`src/rtl/tvg_spi_sequencer.sv`:
```
`timescale 1ns/1ps
module tvg_spi_sequencer #(
  parameter int          CLK_MHZ    = 100,
  parameter int          DEPTH      = 64,
  parameter int          TW         = 16,
  parameter int          GW         = 7,
  parameter int          MAX_CODE   = 80,
  parameter int          HOLD_CODE  = 40,
  parameter int          MIN_GAP_US = 2,
  parameter int          SCLK_HALF  = 4,
  parameter logic [7:0]  FRAME_HDR  = 8'h5A
) (
  input  logic                     clk,
  input  logic                     rst_n,
  input  logic                     enable,
  input  logic                     tx_start,
  input  logic                     wr_en,
  input  logic [$clog2(DEPTH)-1:0] wr_addr,
  input  logic [TW-1:0]            wr_time,
  input  logic [GW-1:0]            wr_gain,
  output logic                     spi_sclk,
  output logic                     spi_mosi,
  output logic                     spi_cs_n,
  output logic                     busy
);
  localparam int AW      = $clog2(DEPTH);
  localparam int IW      = AW + 1;
  localparam int FW      = 16;
  localparam int GAP_CYC = MIN_GAP_US * CLK_MHZ;
  localparam int GCW     = $clog2(GAP_CYC + 1);
  localparam int DIVW    = $clog2(CLK_MHZ + 1);
  localparam int HDW     = $clog2(SCLK_HALF + 1);
  localparam int HPW     = $clog2(2 * FW + 1);

  logic [TW-1:0]  tbl_time [DEPTH];
  logic [GW-1:0]  tbl_gain [DEPTH];
  logic [DIVW-1:0] us_div;
  logic [TW-1:0]  elapsed;
  logic           running;
  logic [IW-1:0]  idx;
  logic [GCW-1:0] gap_cnt;
  logic [GW-1:0]  applied;
  logic           applied_vld;
  logic           act;
  logic [HPW-1:0] hp;
  logic [HDW-1:0] hdiv;
  logic [FW-1:0]  sh;

  always_ff @(posedge clk) begin
    if (!rst_n) begin
      for (int i = 0; i < DEPTH; i++) begin
        tbl_time[i] <= '0;
        tbl_gain[i] <= '0;
      end
    end else if (wr_en) begin
      tbl_time[wr_addr] <= wr_time;
      tbl_gain[wr_addr] <= wr_gain;
    end
  end

  wire            at_end   = (idx == IW'(DEPTH));
  wire [AW-1:0]   cur      = idx[AW-1:0];
  wire            term     = at_end || (tbl_time[cur] == '0);
  wire            due      = running && !term && (elapsed >= tbl_time[cur]);
  wire            gap_ok   = (gap_cnt == '0);
  wire            l_sched  = enable && due && gap_ok && !act;
  wire            l_hold   = !enable && (!applied_vld || applied != GW'(HOLD_CODE)) && gap_ok && !act;
  wire            launch   = l_sched || l_hold;
  wire [GW-1:0]   code_raw = l_hold ? GW'(HOLD_CODE) : tbl_gain[cur];
  wire [GW-1:0]   code     = (code_raw > GW'(MAX_CODE)) ? GW'(MAX_CODE) : code_raw;
  wire [FW-1:0]   frame    = {FRAME_HDR, {(8-GW){1'b0}}, code};

  always_ff @(posedge clk) begin
    if (!rst_n || tx_start) begin
      us_div  <= '0;
      elapsed <= '0;
    end else if (us_div == DIVW'(CLK_MHZ - 1)) begin
      us_div  <= '0;
      if (elapsed != '1) elapsed <= elapsed + 1'b1;
    end else begin
      us_div <= us_div + 1'b1;
    end
  end

  always_ff @(posedge clk) begin
    if (!rst_n) begin
      running <= 1'b0;
      idx     <= '0;
    end else if (tx_start) begin
      running <= enable;
      idx     <= '0;
    end else if (!enable || (running && term)) begin
      running <= 1'b0;
    end else if (l_sched) begin
      idx <= idx + 1'b1;
    end
  end

  always_ff @(posedge clk) begin
    if (!rst_n) begin
      gap_cnt     <= '0;
      applied     <= '0;
      applied_vld <= 1'b0;
    end else if (launch) begin
      gap_cnt     <= GCW'(GAP_CYC - 1);
      applied     <= code;
      applied_vld <= 1'b1;
    end else if (!gap_ok) begin
      gap_cnt <= gap_cnt - 1'b1;
    end
  end

  always_ff @(posedge clk) begin
    if (!rst_n) begin
      act  <= 1'b0;
      hp   <= '0;
      hdiv <= '0;
      sh   <= '0;
    end else if (launch) begin
      act  <= 1'b1;
      hp   <= '0;
      hdiv <= '0;
      sh   <= frame;
    end else if (act) begin
      if (hdiv == HDW'(SCLK_HALF - 1)) begin
        hdiv <= '0;
        if (hp == HPW'(2 * FW)) act <= 1'b0;
        else begin
          hp <= hp + 1'b1;
          if (hp[0]) sh <= sh << 1;
        end
      end else begin
        hdiv <= hdiv + 1'b1;
      end
    end
  end

  assign spi_sclk = act & hp[0];
  assign spi_mosi = sh[FW-1];
  assign spi_cs_n = ~act;
  assign busy     = running | act;

  logic        cs_d;
  logic [15:0] mon_gap;
  always_ff @(posedge clk) begin
    if (!rst_n) begin
      cs_d    <= 1'b1;
      mon_gap <= 16'(GAP_CYC);
    end else begin
      cs_d    <= spi_cs_n;
      mon_gap <= (cs_d && !spi_cs_n) ? 16'd1 : ((mon_gap == 16'hFFFF) ? mon_gap : mon_gap + 1'b1);
    end
  end

  AST_MIN_GAP: assert property (@(posedge clk) disable iff (!rst_n)
    (cs_d && !spi_cs_n) |-> (mon_gap >= 16'(GAP_CYC)));
  AST_SCLK_IDLE_LOW: assert property (@(posedge clk) disable iff (!rst_n)
    spi_cs_n |-> !spi_sclk);
  AST_MOSI_STEADY: assert property (@(posedge clk) disable iff (!rst_n)
    (!spi_cs_n && spi_sclk && $past(spi_sclk)) |-> $stable(spi_mosi));
  AST_CODE_RANGE: assert property (@(posedge clk) disable iff (!rst_n)
    $fell(spi_cs_n) |-> (sh[GW-1:0] <= GW'(MAX_CODE)));
  AST_HOLD_WHEN_OFF: assert property (@(posedge clk) disable iff (!rst_n)
    ($fell(spi_cs_n) && !$past(enable)) |-> (sh[GW-1:0] == GW'(HOLD_CODE)));
  AST_BUSY_FRAME: assert property (@(posedge clk) disable iff (!rst_n)
    !spi_cs_n |-> busy);
endmodule

```
`config.mk`:
```
export PLATFORM = sky130hd
export DESIGN_NAME = tvg_spi_sequencer
export DESIGN_NICKNAME = d
export VERILOG_FILES = /design/src/rtl/tvg_spi_sequencer.sv
export SDC_FILE = /design/constraint.sdc
export NUM_CORES = 2
export LEC_CHECK = 0
export BUFFER_PORTS_ARGS = -buffer_cell sky130_fd_sc_hd__buf_4
export CORE_UTILIZATION = 65
export CTS_BUF_LIST = sky130_fd_sc_hd__clkbuf_4 sky130_fd_sc_hd__clkbuf_8 sky130_fd_sc_hd__clkbuf_16
export CTS_CLUSTER_DIAMETER = 50
export DETAILED_ROUTE_END_ITERATION = 10
export PLACE_DENSITY_LB_ADDON = 0.12
export SYNTH_ARGS = -nofsm -noshare
export SYNTH_HDL_FRONTEND = slang
export SYNTH_SLANG_ARGS = --single-unit
```
`constraint.sdc`:
```
create_clock -name clk -period 10.8 [get_ports clk]
set_input_delay 1.08 -clock clk [delete_from_list [all_inputs] [get_ports clk]]
set_output_delay 1.08 -clock clk [all_outputs]
set_load 0.1 [all_outputs]
```
### Yosys cells after proc, flatten, opt, wreduce, memory -nomap -nowiden

Memories as Yosys holds them, arrays and structs flattened. A register that Yosys moved wholly into a read port is not among the register bits.
Cells that the tools add are included.
Widths: inputs -> output; s select.

| word-level totals | value |
|---|---|
| output and inout port bits | 4 |
| word-level logic and storage cells | 102 |
| bits in writable memories | 1472 |
| bits in registers | 73 |
| memories | 2 |

| operators by class | value |
|---|---|
| muxes and demuxes | 30 |
| order comparisons | 2 |
| bitwise logic cells | 6 |
| reduce and logical (&&, ||, !) cells | 35 |
| equal/unequal tests | 8 |
| $add $sub $neg | 6 |

Memory list:

| memory | depth | width | read ports | clocked after memory_dff | wr ports | RTL line | source |
|---|---|---|---|---|---|---|---|
| tbl_time | 64 | 16 | 1 | 1 | 64 | 35 | `logic [TW-1:0] tbl_time [DEPTH];` |
| tbl_gain | 64 | 7 | 1 | 1 | 64 | 36 | `logic [GW-1:0] tbl_gain [DEPTH];` |

Operators by type and width:

| operator | number |
|---|---|
| $mux 15 | 5 |
| $mux 6 | 6 |
| $mux 7 | 3 |
| $add 16x1->16 const B | 1 |
| $ge 16x16->1 | 1 |
| $logic_not 16->1 | 1 |
| $mux 16 | 1 |
| $mux 8 | 2 |
| $ne 16x16->1 const B | 1 |
| $reduce_or 16->1 | 1 |
| $add 7x1->7 const B | 2 |
| $eq 7x7->1 const B | 2 |
| $mux 1 | 12 |
| $logic_and 1x1->1 | 9 |
| $logic_not 8->1 | 1 |
| $reduce_and 4->1 | 2 |
| $reduce_bool 2->1 | 4 |
| $sub 8x1->8 const B | 1 |
| $gt 7x7->1 const B | 1 |
| $ne 7x6->1 const B | 1 |
| $reduce_or 7->1 | 1 |
| $add 6x1->6 const B | 1 |
| $eq 6x6->1 const B | 1 |
| $reduce_or 2->1 | 3 |
| 12 further kinds | 24 |

### Logic depth before layout (Yosys ltp)

| logic depth | value |
|---|---|
| depth in word-level cells | 11 |
| mapped depth | 21 |
| mapped depth without buffers | 15 |

### Worst setup path after synthesis

OpenSTA, ideal clock, no wires.

| timing | value |
|---|---|
| kind | input-to-reg |
| start point | in wr_addr[2] |
| end point | mem tbl_gain[26][0], enable pin |
| setup time | 0.435 ns |
| stages on the path | 5 |
| data arrival time | 3.923 ns |
| path slack | 6.442 ns |
| data required time | 10.365 ns |
| cell sequence | clkbuf_1 -> or3b_2 -> or2_2 -> clkbuf_1 -> o21ai_0 |

RTL lines:

| element | RTL line | source |
|---|---|---|
| from (decl) | 18 | `input logic [$clog2(DEPTH)-1:0] wr_addr,` |
| to (decl) | 36 |  |

==> results by group <==
Status
  • Status: finished, violations left
  • Failing checks: capacitance limit, slew limit

Critical path
  • Critical Path RT: approximately 12 ns
  • Startpoint class of the critical path: register
  • Register-to-Register Path Depth: 14
  • Crit. End Element: register
  • Crit path DAT: 7.44 ns
  • Max FO, Critical Path: 35
  • R2r setup slk: ~4.1 ns
  • Class of the most critical setup path: reg2reg

Synthesis
  • Top cell type's share of synthesized area: between 60% and 70%
  • Sequential area share after synthesis: 64.6%
  • Most common cell in the netlist: and2_1
  • Post-Synthesis Cell Area: 0.0709 sq mm
  • Post-synth top flop: edfxtp_1
  • Yosys top cell by area: edfxtp_1
  • Mapped Avg Cell Area: around 15 sq um
  • EDFF count, synth: roughly 1500
  • Post-synth ARST share: 0%
  • Ys Warns: 0
  • Synthesized instance count: 4682
  • Synth top cells by count: 1483 x and2_1, 1472 x edfxtp_1, 401 x mux4_2
  • Ranking of synthesized cells by area: edfxtp_1 62%, and2_1 13%, mux4_2 13%, dfxtp_1 2.2%, clkbuf_1 1.8%
  • Seq cells post-synth: 1551
  • Yosys cell types: around 70
  • Syn Nets: roughly 4700

Floorplan
  • Die width: 332 um
  • Core ar.: 0.108 sq mm
  • Row cnt: 120
  • Die area: 0.110 sq mm
  • Die Ht: between 300 and 400 um
  • Initial Util: between 60 and 70%
  • # IOs: 38

Timing
  • Final Setup Violations: 0
  • Setup TNS: 0 ns
  • Worst Max-Slew Pin Slew: 1.55 ns
  • Final Skew: 0.0308 ns
  • Fin. Hold Viols: 0
  • Period Utilization, post-route: between 60 and 70%
  • Final slew viol count: 7
  • Maximum clock rate: 0.149 GHz
  • Slew HR: -3.44%
  • Final critical-path required period: 6.73 ns
  • Fin Hold WS: 0.453 ns
  • RSZ-0062 raised after global routing: no

Place
  • Placed inst area: 0.0724 sq mm
  • Port buffer count: 37
  • Post-DP HPWL: 123000 um
  • Inst Count DP: 5819
  • Final GP Congestion: 1.01

Routing
  • DR iter-0 viols: around 6600
  • Drt pass-1 iters: 9
  • Vias per cell: around 6.8
  • Via Count: approximately 42000
  • Wirelength per Cell: 33.6 um
  • WL met3: 27300 um
  • M1 WL: 74300 um
  • Top Metal Used: met5
  • Metal2 WL: 93900 um
  • # DRC: 0
  • ANT nets after route: 0
  • Drt total wl: 205000 um

Global route
  • Pin count of the biggest net entering global routing: 116
  • Gr ovfl total: 0
  • First-pass GRT wire length: slightly below 300000 um
  • Vias in the first global route: 39800
  • Initial antenna violation count: 7
  • GRT Total Usage: 37.7%

Clocking
  • Hold Buf Count CTS: 0
  • Post-CTS setup buffer count: 0
  • Clock buffer depth: 3
  • CTS root buf: clkbuf_16
  • Clock Latency Late Sink: approximately 0.8 ns
  • Htree depth: 4
  • TritonCTS buffer count: about 160
  • CTS tree: done
  • # resized after CTS: 0
  • Clk sinks: 1551
  • Clock Pin Slew Worst Setup and Hold Paths: ~0.070 ns

Min path
  • Hold Crit Class: reg2reg
  • Hold Crit Depth: 2

Final layout
  • Share of post-route cells with drive strength above 1: 20.0%
  • FILL cells: 6703
  • Post-layout util: 72.1%
  • Finished Layout Cells: 6112
  • P&R area growth vs syn: 9.42%
  • Design Area, Final: between 0.07 and 0.08 sq mm
  • Nets: approximately 4600

Job
  • Number of max-cap violations: 1

Pwr
  • PwrDens: 171 mW/mm^2
  • Max VDD drop: 0.157 mV
  • P_leak: 0.0264 uW
cells by family (layout without fill, tap and decap cells):
kind of cell | count (synthesis) | count (layout) | share of synthesized area (%)
buf+inv | 470 | 491 | 2.94
flops | 1551 | 1551 | 64.6
compound gates | 293 | 293 | 2.70
simple gates | 1883 | 1883 | 15.8
other cells | 0 | 6 | 0
xor+xnor | 30 | 30 | 0.371
fa+ha+maj | 24 | 24 | 0.424
mux | 431 | 431 | 13.2
metal layers:
metal	vias up	global-route usage (%)
li1	17000	-
met1	21100	52.9
met2	3021	56.6
met3	451	9.83
met4	6	16.1
met5	-	0
report_power, final:
group	total, uW	internal (uW)	switching (uW)
clock network	5490	3200	2290
logic	732	223	509
registers	7000	6890	110
state kept, by name, summed over array words and instances (netlist names), 6 cells and up, named ones only:
| register | cells |
|---|---|
| tbl_gain | 448 |
| elapsed | 16 |
| hp | 6 |
| gap_cnt | 8 |
| tbl_time | 1024 |
| applied | 7 |
| sh | 16 |
| idx | 7 |
| us_div | 7 |
how the worst min path moves through the flow:
stage,from,endpoint,slack (ns)
2_1_floorplan,hdiv[2]$_SDFFE_PP0P_,hdiv[2]$_SDFFE_PP0P_,0.42
3_3_place_gp,hdiv[2]$_SDFFE_PP0P_,hdiv[2]$_SDFFE_PP0P_,0.43
3_5_place_dp,sh[7]$_SDFFE_PP0P_,sh[7]$_SDFFE_PP0P_,0.45
4_1_cts,sh[7]$_SDFFE_PP0P_,sh[7]$_SDFFE_PP0P_,0.45
5_1_grt,applied[0]$_SDFFE_PN0P_,applied[0]$_SDFFE_PN0P_,0.48
6_report,sh[6]$_SDFFE_PN0P_,sh[7]$_SDFFE_PP0P_,0.45
layout by cell type (no fill, tap or decap), drive strengths merged, types with 20 or more instances in the layout:
| master | n |
|---|---|
| buf | 184 |
| nor2 | 145 |
| and2 | 1483 |
| o22ai | 50 |
| nand3 | 40 |
| dfxtp | 79 |
| clkinv | 49 |
| mux2i | 29 |
| xor2 | 20 |
| ha | 24 |
| nand2 | 94 |
| clkbuf | 215 |
| a21oi | 37 |
| o21ai | 89 |
| mux4 | 401 |
| inv | 27 |
| a22oi | 23 |
| edfxtp | 1472 |
worst max-delay path, cell delays in order (launching register included):
cell and delay, ns:
dfxtp_4 0.78, buf_4 0.60, inv_1 0.58, mux2i_1 0.92
a211oi_1 0.31, a22oi_1 0.55, ha_1 0.24, a21o_1 0.13
a21o_1 0.12, a21oi_1 0.08, o2111a_1 0.16, nor3_1 0.89
nand2_1 0.53, or4_1 0.60, nand2_1 0.12
per-stage QoR:
step | total power [uW] | setup WS (ns)
6_report | 13200 | 4.07
4_1_cts | 13200 | 4.37
5_1_grt | 13500 | 4.06
2_1_floorplan | 7520 | 6.44
3_5_place_dp | 7840 | 4.42
3_3_place_gp | 7820 | 4.38
cell type report:
type / count / area [sq um] / area share [%]
Sequential cell: 1551 / 45800 / 59.0
Multi-Input combinational cell: 2661 / 23300 / 30.0
Clock buffer: 215 / 4560 / 5.88
Tap cell: 1403 / 1760 / 2.26
Timing Repair Buffer: 184 / 1460 / 1.88
Clock inverter: 72 / 632 / 0.815
Inverter: 20 / 75.1 / 0.0968
Antenna cell: 6 / 15.0 / 0.0194
Note: power is estimated with default switching activity, not from simulation.
